<file path="src/rtl/elc_pkg.sv">
package elc_pkg;

  localparam int unsigned ELC_ADDR_W = 3;

  localparam logic [ELC_ADDR_W-1:0] ADDR_RISE   = 3'd0;
  localparam logic [ELC_ADDR_W-1:0] ADDR_FALL   = 3'd1;
  localparam logic [ELC_ADDR_W-1:0] ADDR_IMASK  = 3'd2;
  localparam logic [ELC_ADDR_W-1:0] ADDR_EMASK  = 3'd3;
  localparam logic [ELC_ADDR_W-1:0] ADDR_SWTRIG = 3'd4;
  localparam logic [ELC_ADDR_W-1:0] ADDR_PEND   = 3'd5;

  // One line: did the settled level move in a selected direction?
  function automatic logic edge_hit_f(input logic now_lvl, input logic old_lvl,
                                      input logic rise_en, input logic fall_en);
    logic went_up;
    logic went_down;
    went_up   = now_lvl & ~old_lvl;
    went_down = ~now_lvl & old_lvl;
    return (rise_en & went_up) | (fall_en & went_down);
  endfunction

  // One pending bit: a set beats a clear in the same cycle.
  function automatic logic pend_next_f(input logic cur, input logic set_i,
                                       input logic clr_i);
    return set_i | (cur & ~clr_i);
  endfunction

endpackage

</file>
<file path="src/rtl/elc_sync_stage.sv">
module elc_sync_stage #(
  parameter int unsigned NUM_LINES = 18
) (
  input  logic                 clk,
  input  logic                 rst_n,
  input  logic [NUM_LINES-1:0] lines_async,
  output logic [NUM_LINES-1:0] level_now,
  output logic [NUM_LINES-1:0] level_prev
);

  logic [NUM_LINES-1:0] meta_q;
  logic [NUM_LINES-1:0] stab_q;
  logic [NUM_LINES-1:0] prev_q;

  always_ff @(posedge clk or negedge rst_n) begin
    if (!rst_n) begin
      meta_q <= '0;
      stab_q <= '0;
      prev_q <= '0;
    end else begin
      meta_q <= lines_async;
      stab_q <= meta_q;
      prev_q <= stab_q;
    end
  end

  assign level_now  = stab_q;
  assign level_prev = prev_q;

endmodule

</file>
<file path="src/rtl/elc_edge_unit.sv">
module elc_edge_unit #(
  parameter int unsigned NUM_LINES = 18
) (
  input  logic [NUM_LINES-1:0] level_now,
  input  logic [NUM_LINES-1:0] level_prev,
  input  logic [NUM_LINES-1:0] rise_sel,
  input  logic [NUM_LINES-1:0] fall_sel,
  output logic [NUM_LINES-1:0] hw_hit
);

  for (genvar li = 0; li < NUM_LINES; li++) begin : g_line
    assign hw_hit[li] = elc_pkg::edge_hit_f(level_now[li], level_prev[li],
                                            rise_sel[li], fall_sel[li]);
  end

endmodule

</file>
<file path="src/rtl/elc_cfg_regs.sv">
module elc_cfg_regs #(
  parameter int unsigned NUM_LINES = 18
) (
  input  logic                          clk,
  input  logic                          rst_n,
  input  logic                          reg_we,
  input  logic [elc_pkg::ELC_ADDR_W-1:0] reg_addr,
  input  logic [NUM_LINES-1:0]          reg_wdata,
  input  logic [NUM_LINES-1:0]          pend_q,
  output logic [NUM_LINES-1:0]          rise_sel,
  output logic [NUM_LINES-1:0]          fall_sel,
  output logic [NUM_LINES-1:0]          imask,
  output logic [NUM_LINES-1:0]          emask,
  output logic [NUM_LINES-1:0]          sw_pulse,
  output logic [NUM_LINES-1:0]          pend_clr,
  output logic [NUM_LINES-1:0]          reg_rdata
);

  import elc_pkg::*;

  logic wr_rise, wr_fall, wr_imask, wr_emask, wr_sw, wr_pend;

  assign wr_rise  = reg_we && (reg_addr == ADDR_RISE);
  assign wr_fall  = reg_we && (reg_addr == ADDR_FALL);
  assign wr_imask = reg_we && (reg_addr == ADDR_IMASK);
  assign wr_emask = reg_we && (reg_addr == ADDR_EMASK);
  assign wr_sw    = reg_we && (reg_addr == ADDR_SWTRIG);
  assign wr_pend  = reg_we && (reg_addr == ADDR_PEND);

  always_ff @(posedge clk or negedge rst_n) begin
    if (!rst_n) begin
      rise_sel <= '0;
      fall_sel <= '0;
      imask    <= '0;
      emask    <= '0;
      sw_pulse <= '0;
    end else begin
      if (wr_rise)  rise_sel <= reg_wdata;
      if (wr_fall)  fall_sel <= reg_wdata;
      if (wr_imask) imask    <= reg_wdata;
      if (wr_emask) emask    <= reg_wdata;
      // self-clearing: lives exactly one cycle unless rewritten
      sw_pulse <= wr_sw ? reg_wdata : '0;
    end
  end

  assign pend_clr = wr_pend ? reg_wdata : '0;

  always_comb begin
    case (reg_addr)
      ADDR_RISE:   reg_rdata = rise_sel;
      ADDR_FALL:   reg_rdata = fall_sel;
      ADDR_IMASK:  reg_rdata = imask;
      ADDR_EMASK:  reg_rdata = emask;
      ADDR_SWTRIG: reg_rdata = sw_pulse;
      ADDR_PEND:   reg_rdata = pend_q;
      default:     reg_rdata = '0;
    endcase
  end

endmodule

</file>
<file path="src/rtl/elc_pend_evt.sv">
module elc_pend_evt #(
  parameter int unsigned NUM_LINES = 18
) (
  input  logic                 clk,
  input  logic                 rst_n,
  input  logic [NUM_LINES-1:0] trig_vec,
  input  logic [NUM_LINES-1:0] imask,
  input  logic [NUM_LINES-1:0] emask,
  input  logic [NUM_LINES-1:0] pend_clr,
  output logic [NUM_LINES-1:0] irq_set,
  output logic [NUM_LINES-1:0] evt_hit,
  output logic [NUM_LINES-1:0] pend_q,
  output logic [NUM_LINES-1:0] irq_req,
  output logic                 wake_evt
);

  logic wake_q;

  assign irq_set = trig_vec & imask;
  assign evt_hit = trig_vec & emask;

  for (genvar li = 0; li < NUM_LINES; li++) begin : g_pend
    always_ff @(posedge clk or negedge rst_n) begin
      if (!rst_n) pend_q[li] <= 1'b0;
      else        pend_q[li] <= elc_pkg::pend_next_f(pend_q[li], irq_set[li],
                                                     pend_clr[li]);
    end
  end

  always_ff @(posedge clk or negedge rst_n) begin
    if (!rst_n) wake_q <= 1'b0;
    else        wake_q <= |evt_hit;
  end

  assign irq_req  = pend_q & imask;
  assign wake_evt = wake_q;

endmodule

</file>
<file path="src/rtl/edge_line_ctrl.sv">
module edge_line_ctrl #(
  parameter int unsigned NUM_LINES = 18
) (
  input  logic                          clk,
  input  logic                          rst_n,
  input  logic [NUM_LINES-1:0]          line_in,
  input  logic                          reg_we,
  input  logic [elc_pkg::ELC_ADDR_W-1:0] reg_addr,
  input  logic [NUM_LINES-1:0]          reg_wdata,
  output logic [NUM_LINES-1:0]          reg_rdata,
  output logic [NUM_LINES-1:0]          irq_req,
  output logic                          wake_evt
);

  logic [NUM_LINES-1:0] level_now, level_prev;
  logic [NUM_LINES-1:0] rise_sel, fall_sel, imask, emask;
  logic [NUM_LINES-1:0] sw_pulse, pend_clr, pend_q;
  logic [NUM_LINES-1:0] hw_hit, trig_vec, irq_set, evt_hit;

  elc_sync_stage #(.NUM_LINES(NUM_LINES)) u_sync (
    .clk(clk), .rst_n(rst_n), .lines_async(line_in),
    .level_now(level_now), .level_prev(level_prev)
  );

  elc_edge_unit #(.NUM_LINES(NUM_LINES)) u_edge (
    .level_now(level_now), .level_prev(level_prev),
    .rise_sel(rise_sel), .fall_sel(fall_sel), .hw_hit(hw_hit)
  );

  elc_cfg_regs #(.NUM_LINES(NUM_LINES)) u_cfg (
    .clk(clk), .rst_n(rst_n), .reg_we(reg_we), .reg_addr(reg_addr),
    .reg_wdata(reg_wdata), .pend_q(pend_q),
    .rise_sel(rise_sel), .fall_sel(fall_sel), .imask(imask), .emask(emask),
    .sw_pulse(sw_pulse), .pend_clr(pend_clr), .reg_rdata(reg_rdata)
  );

  // software trigger joins the hardware edges ahead of both masks
  assign trig_vec = hw_hit | sw_pulse;

  elc_pend_evt #(.NUM_LINES(NUM_LINES)) u_pend (
    .clk(clk), .rst_n(rst_n), .trig_vec(trig_vec), .imask(imask),
    .emask(emask), .pend_clr(pend_clr), .irq_set(irq_set),
    .evt_hit(evt_hit), .pend_q(pend_q), .irq_req(irq_req),
    .wake_evt(wake_evt)
  );

endmodule

</file>
<file path="config.mk">
export PLATFORM = sky130hd
export DESIGN_NAME = edge_line_ctrl
export DESIGN_NICKNAME = d
export VERILOG_FILES = /design/src/rtl/elc_pkg.sv /design/src/rtl/elc_sync_stage.sv /design/src/rtl/elc_edge_unit.sv /design/src/rtl/elc_cfg_regs.sv /design/src/rtl/elc_pend_evt.sv /design/src/rtl/edge_line_ctrl.sv
export SDC_FILE = /design/constraint.sdc
export NUM_CORES = 1
export LEC_CHECK = 0
export BUFFER_PORTS_ARGS = -buffer_cell sky130_fd_sc_hd__buf_2
export CAP_MARGIN = 20
export CORE_AREA = 2 2 128 142
export CTS_BUF_LIST = sky130_fd_sc_hd__clkbuf_4 sky130_fd_sc_hd__clkbuf_8
export DETAILED_ROUTE_END_ITERATION = 10
export DIE_AREA = 0 0 130 144
export PLACE_DENSITY_LB_ADDON = 0.3
export RECOVER_POWER = 50
export SYNTH_ARGS = -nofsm -noshare
export SYNTH_HDL_FRONTEND = slang
export SYNTH_SLANG_ARGS = --single-unit
</file>
<file path="constraint.sdc">
create_clock -name clk -period 2.1 [get_ports clk]
set_clock_uncertainty 0.15 [all_clocks]
set_input_delay 0.21 -clock clk [delete_from_list [all_inputs] [get_ports clk]]
set_output_delay 0.21 -clock clk [all_outputs]
set_load 0.03 [all_outputs]
</file>
==> results of run 1 <==
==> metrics by stage <==
step                worst slack, ns  hold slack [ns]
floorplan                    0.2429          -0.2356
global placement            0.09289          0.01652
detailed placement          0.05538          0.02034
CTS                         0.05796          0.09300
global route                0.02536           0.2064
finish                      0.06926           0.2032
==> layout by cell type (no fill, tap or decap), types with 10 or more instances in the layout <==
cell type	n
dfrtp_1	163
nand2_1	54
clkbuf_8	22
dlygate4sd3_1	38
and3_1	18
mux2_1	13
buf_2	77
nand3_1	18
and2_1	22
buf_4	25
o21ai_0	17
mux2_2	53
a22oi_1	56
and3b_1	10
a22o_1	12
inv_1	21
==> logic make-up after synthesis <==
family | share of synthesized area
buffers and inverters | 0.03242
multiplexers | 0.1126
AO/OA/AOI/OAI | 0.1200
AND/OR/NAND/NOR | 0.1168
flip-flops | 0.6181
==> area by class of cell <==
class	instances	area (sq um)
sequential	163	4079
clock buffer	24	317.8
antenna	1	2.502
inverter	21	78.83
tap	238	297.8
fill	1579	9194
clock inverter	8	122.6
timing repair buffer	144	1010
multi-input combinational	311	2318
==> worst min path at each step <==
stage | slack [ns] | endpoint | cells after the start
after floorplan | -0.24 | u_cfg.emask[0]$_DFFE_PN0P_ | 0
after global placement | 0.02 | u_sync.meta_q[15]$_DFF_PN0_ | 1
after detailed placement | 0.02 | u_sync.meta_q[15]$_DFF_PN0_ | 1
after CTS | 0.09 | u_cfg.fall_sel[4]$_DFFE_PN0P_ | 2
after global routing | 0.21 | u_sync.level_now[15]$_DFF_PN0_ | 0
final | 0.20 | u_sync.level_now[15]$_DFF_PN0_ | 0
==> cells in the mapped netlist (2+ instances only) <==
| master | n | share of area |
|---|---|---|
| o21ai_0 | 17 | 0.013 |
| clkbuf_1 | 8 | 0.0046 |
| nand3b_1 | 4 | 0.0046 |
| a22oi_1 | 56 | 0.064 |
| a22o_1 | 12 | 0.016 |
| nor3b_4 | 2 | 0.0057 |
| inv_1 | 21 | 0.012 |
| and3_1 | 18 | 0.017 |
| nor3_1 | 3 | 0.0023 |
| o31ai_1 | 3 | 0.0034 |
| nand2_1 | 54 | 0.031 |
| buf_4 | 7 | 0.0080 |
| and2_1 | 22 | 0.021 |
| dfrtp_1 | 163 | 0.62 |
| o22ai_1 | 2 | 0.0019 |
| a311o_1 | 3 | 0.0046 |
| and3b_1 | 10 | 0.013 |
| o221ai_1 | 4 | 0.0053 |
| nand3_1 | 18 | 0.014 |
| buf_6 | 3 | 0.0051 |
| buf_2 | 3 | 0.0023 |
| nor2_1 | 4 | 0.0023 |
| mux2_2 | 53 | 0.090 |
| mux2_1 | 13 | 0.022 |
| o211ai_1 | 3 | 0.0034 |
==> sequential cells by signal, indices dropped and copies added, names as in the netlist <==
signal             flops
u_cfg.emask           18
u_cfg.fall_sel        18
u_cfg.imask           18
u_cfg.rise_sel        18
u_cfg.sw_pulse        18
u_pend.pend_q         18
u_pend.wake_evt        1
u_sync.level_now      18
u_sync.level_prev     18
u_sync.meta_q         18
==> power groups by stage <==
stage | clock network [mW] | logic [mW] | registers (mW)
floorplan | 0 | 1.07 | 3.94
global placement | 0 | 1.55 | 4.03
detailed placement | 0 | 1.59 | 4.06
CTS | 2.51 | 1.65 | 4.00
global route | 2.64 | 1.77 | 4.08
finish | 2.45 | 1.63 | 4.01
==> timing repair <==
| action | 4_1_cts | 5_1_grt |
|---|---|---|
| gates resized for setup | 1 | 0 |
| hold buffers | 38 | 0 |
| endpoints found under the hold margin | 289 | 0 |
| setup endpoints to repair | 1 | 0 |
==> layer usage <==
layer / global-route usage / part of all wire / up-vias
met2: 0.3163 / 0.51 / 106
met1: 0.2373 / 0.42 / 2386
met5: 0 / 0 / -
met3: 0.03922 / 0.046 / 20
li1: - / - / 2161
met4: 0.08206 / 0.023 / 0
==> impl_metrics.yaml, run 1 <==
pwr:
  vdd_ir_drop_max_mv: 0.3222
  cellPowerDensity_mw_per_mm2: 983.6
  p_comb_frac: 0.201
  power_switching_mw: 2.411
  p_leak_nw: 3.807
  power_frac_clock: 0.303
  p_int_mw: 5.681
  seq_power_share: 0.495
  power_mw: 8.091
  switching_share: 0.2979
die:
  rows: 51
  die-height_microns: 144
  core_sq_mm: 0.01742
  dieArea_sq_mm: 0.01872
  ios: 79
  die_w_microns: 130
  initial_utilization: 0.3788
critical_path:
  max_stage_delay_ns: 0.52
  crit_chain: "and3b_1 > o31ai_1 > o2111a_1 > o2111ai_1 > or4_1"
  r2r_start: "u_cfg.rise_sel[9]$_DFFE_PN0P_"
  cp_data_arrival_time_ns: 2.21
  critPathKind: "flop to flop"
  end_kind: "flop"
  r2r_setup_slack_ns: 0.07
  worst-path-buf-inv: 0
  r2r_cells: 5
  path_max_fanout: 3
  reg2reg_to: "u_pend.wake_evt$_DFF_PN0_"
  path_delay_family: "simple AND/OR/NAND/NOR gates"
  worst-path-stages: 5
  cp-start-kind: "flop"
  required_ns: 2.28
  timing.critical_path.to: "u_pend.wake_evt$_DFF_PN0_"
  critPathLaunch: "u_cfg.rise_sel[9]$_DFFE_PN0P_"
  cp_slowest_cell: "or4_1"
cells_and_area:
  fin_nets: 700
  fin_area_sq_mm: 0.008227
  layout-drive-gt1-share: 0.2966
  post-route-util: 0.4722
  area_delta_synth_final_pct: 24.67
  layout.cells.non_filler: 910
placed_design:
  place.gp.congestion: 0.8383
  port_buffers: 78
  dp_hpwl_microns: 11480
  placedCellCount: 839
  place_area_sq_mm: 0.007412
global_routing:
  antenna_found_initial: 1
  grt_pass1_vias: 4864
  grtUsageTotal: 0.1889
  grt_max_degree: 47
  grt_pass1_wl_microns: 26530
  gr-total-overflow: 0
detailed_routing:
  drc: 0
  dr_total_vias: 4673
  viasPerCell: 5.135
  wl_per_cell_microns: 18.20
  drt_iter0_drc: 300
  firstDrtPassIters: 4
  wl_microns: 16560
  drt.antenna.violating_nets: 0
sta:
  slew_viol_final: 0
  worst_slew_pin_slew_ns: 1.209
  tns_ns: 0
  period_minus_slack_ns: 2.031
  relSlewSlack: 0.1942
  rsz0062_at_grt: "false"
  final-setup-viol-count: 0
  fmax_ghz: 0.4924
  period_share: 0.9670
  hold_viol_final: 0
synthesis:
  ys_seq_elements: 163
  synth_area_sq_mm: 0.006599
  synth_nets: 559
  ys.flop_type: "dfrtp_1"
  yosysUniqueCellTypes: 36
  avgSynthCellArea_sq_um: 12.76
  yosysSeqAreaShare: 0.6181
  synthArstFlopShare: 1.000
  yosysWarnings: 0
  synthCells: 517
  synth-edff-count: 0
clocking:
  post_cts_buffers: 0
  cts_buffers: 17
  clk-insertion-delay-late_ns: 0.46
  clkTransAtPathRegs_ns: 0.08
  htreeDepth: 4
  cts_sinks: 163
  clk_path_buf_depth: 2
  clockRootBuffer: "clkbuf_8"
  cts_tree: "yes"
run:
  cap_violations: 0
min_path:
  hold_class: "flop to flop"
  hp-start: "u_sync.meta_q[15]$_DFF_PN0_"
run_status:
  status: "complete, no violations"
Power figures use the tool's default switching activity.
==> run 2: changes to the inputs <==
Settings changed: CTS_BUF_LIST sky130_fd_sc_hd__clkbuf_4 sky130_fd_sc_hd__clkbuf_8 to sky130_fd_sc_hd__clkbuf_8.
==> run 2 against run 1 <==
  * Global-route usage is essentially flat
  * Cell count did not move
  * Total power decreased by 0.49%
  * Wire length grew 0.34%
  * Count of clock-buffer cells in the layout fell by 2
  * Critical path depth is the same
  * Critical path type unchanged
  * Critical endpoint unchanged
  * Highest routed layer unchanged
==> impl_metrics.yaml, run 2 (synthesized netlist as in run 1, its figures left out) <==
global_routing:
  grtUsageMet1: 0.2368
  grt_pass1_vias: 4868
  busiest_layer: "met2"
  gr-total-overflow: 0
  grtUsageTotal: 0.1889
  met3_usage: 0.03922
  grt_max_degree: 47
  antenna_found_initial: 1
  use_met2: 0.3166
  grt_pass1_wl_microns: 26520
sta:
  fin_ws_ns: 0.05622
  slew_viol_final: 0
  final-setup-viol-count: 0
  fmax_ghz: 0.4893
  rsz0062_at_grt: "false"
  relSlewSlack: 0.1992
  hold_viol_final: 0
  tns_ns: 0
  worst_slew_pin_slew_ns: 1.201
  period_minus_slack_ns: 2.044
  period_share: 0.9732
  finalHoldWorstSlack_ns: 0.2031
clocking:
  clkTransAtPathRegs_ns: 0.08
  clk-insertion-delay-late_ns: 0.45
  cts_sinks: 163
  clockRootBuffer: "clkbuf_8"
  htreeDepth: 4
  cts_buffers: 17
  clk_path_buf_depth: 2
  cts_tree: "yes"
  post_cts_buffers: 0
detailed_routing:
  drt_iter0_drc: 307
  wl_microns: 16620
  drt.antenna.violating_nets: 0
  viasPerCell: 5.187
  wl_per_cell_microns: 18.26
  drc: 0
  firstDrtPassIters: 4
  dr_total_vias: 4720
cells_and_area:
  layout.cells.non_filler: 910
  final_common_cell: "dfrtp_1"
  fin_area_sq_mm: 0.008219
  post-route-util: 0.4718
  fin_nets: 700
  layout-drive-gt1-share: 0.2936
  fill_cells: 1582
  mostFrequentLayoutCells: "dfrtp_1 (163), buf_2 (77), a22oi_1 (56)"
  area_delta_synth_final_pct: 24.55
critical_path:
  max_stage_delay_ns: 0.53
  required_ns: 2.28
  worst-path-buf-inv: 0
  critPathKind: "flop to flop"
  end_kind: "flop"
  path_max_fanout: 3
  cp-start-kind: "flop"
  path_delay_family: "simple AND/OR/NAND/NOR gates"
  crit_chain: "and3b_1 > o31ai_1 > o2111a_1 > o2111ai_1 > or4_1"
  cp_slowest_cell: "or4_1"
  cp_data_arrival_time_ns: 2.22
die:
  core_sq_mm: 0.01742
  die_w_microns: 130
  dieArea_sq_mm: 0.01872
  ios: 79
  initial_utilization: 0.3788
  rows: 51
  die-height_microns: 144
placed_design:
  dp_hpwl_microns: 11480
  placedCellCount: 839
  port_buffers: 78
  dp_slack_ns: 0.05538
  place_area_sq_mm: 0.007412
  place.gp.congestion: 0.8383
min_path:
  hold_class: "flop to flop"
run:
  cap_violations: 0
pwr:
  cellPowerDensity_mw_per_mm2: 979.7
  vdd_ir_drop_max_mv: 0.3197
  power_mw: 8.052
  p_leak_nw: 3.809
run_status:
  status: "complete, no violations"
run 2: timing repair:
| action | CTS | global route |
|---|---|---|
| hold buffers | 38 | 0 |
| gates resized for setup | 1 | 0 |
| endpoints found under the setup margin | 1 | 0 |
| endpoints found under the hold margin | 289 | 0 |
run 2: final timing paths:
| path | to | start | slack (ns) | cells after the start |
|---|---|---|---|---|
| worst min-delay path | u_sync.level_now[3]$_DFF_PN0_ | u_sync.meta_q[3]$_DFF_PN0_ | 0.20 | 0 |
| max in group asynchronous | u_cfg.sw_pulse[1]$_DFF_PN0_ | rst_n | 0.43 | 3 |
| worst min register to register | u_sync.level_now[3]$_DFF_PN0_ | u_sync.meta_q[3]$_DFF_PN0_ | 0.20 | 0 |
| worst max register to register | u_pend.wake_evt$_DFF_PN0_ | u_cfg.rise_sel[9]$_DFFE_PN0P_ | 0.06 | 5 |
| worst max-delay path | u_pend.wake_evt$_DFF_PN0_ | u_cfg.rise_sel[9]$_DFFE_PN0P_ | 0.06 | 5 |
| min in group asynchronous | u_cfg.fall_sel[4]$_DFFE_PN0P_ | rst_n | 0.39 | 2 |
run 2: per-layer routing:
metal | up-vias | share of wire
met5 | - | 0
li1 | 2161 | -
met1 | 2434 | 0.42
met2 | 103 | 0.51
met3 | 22 | 0.047
met4 | 0 | 0.023
run 2: report_power, final:
group	total, mW	switching [mW]	leakage, nW	internal (mW)
clock network	2.41	1.09	0.219	1.32
registers	4.01	0.386	1.94	3.62
logic	1.63	0.929	1.65	0.700
run 2: area by class of cell:
cell class / count / area, sq um / share of cell area
repair buffers: 144 / 1010 / 0.1228
well taps: 238 / 297.8 / 0.03623
multi-input cells: 311 / 2318 / 0.2821
inverters: 21 / 78.83 / 0.009591
clock inverters: 10 / 130.1 / 0.01583
flip-flops and latches: 163 / 4079 / 0.4963
diodes: 1 / 2.502 / 0.0003045
clock buffers: 22 / 302.8 / 0.03684
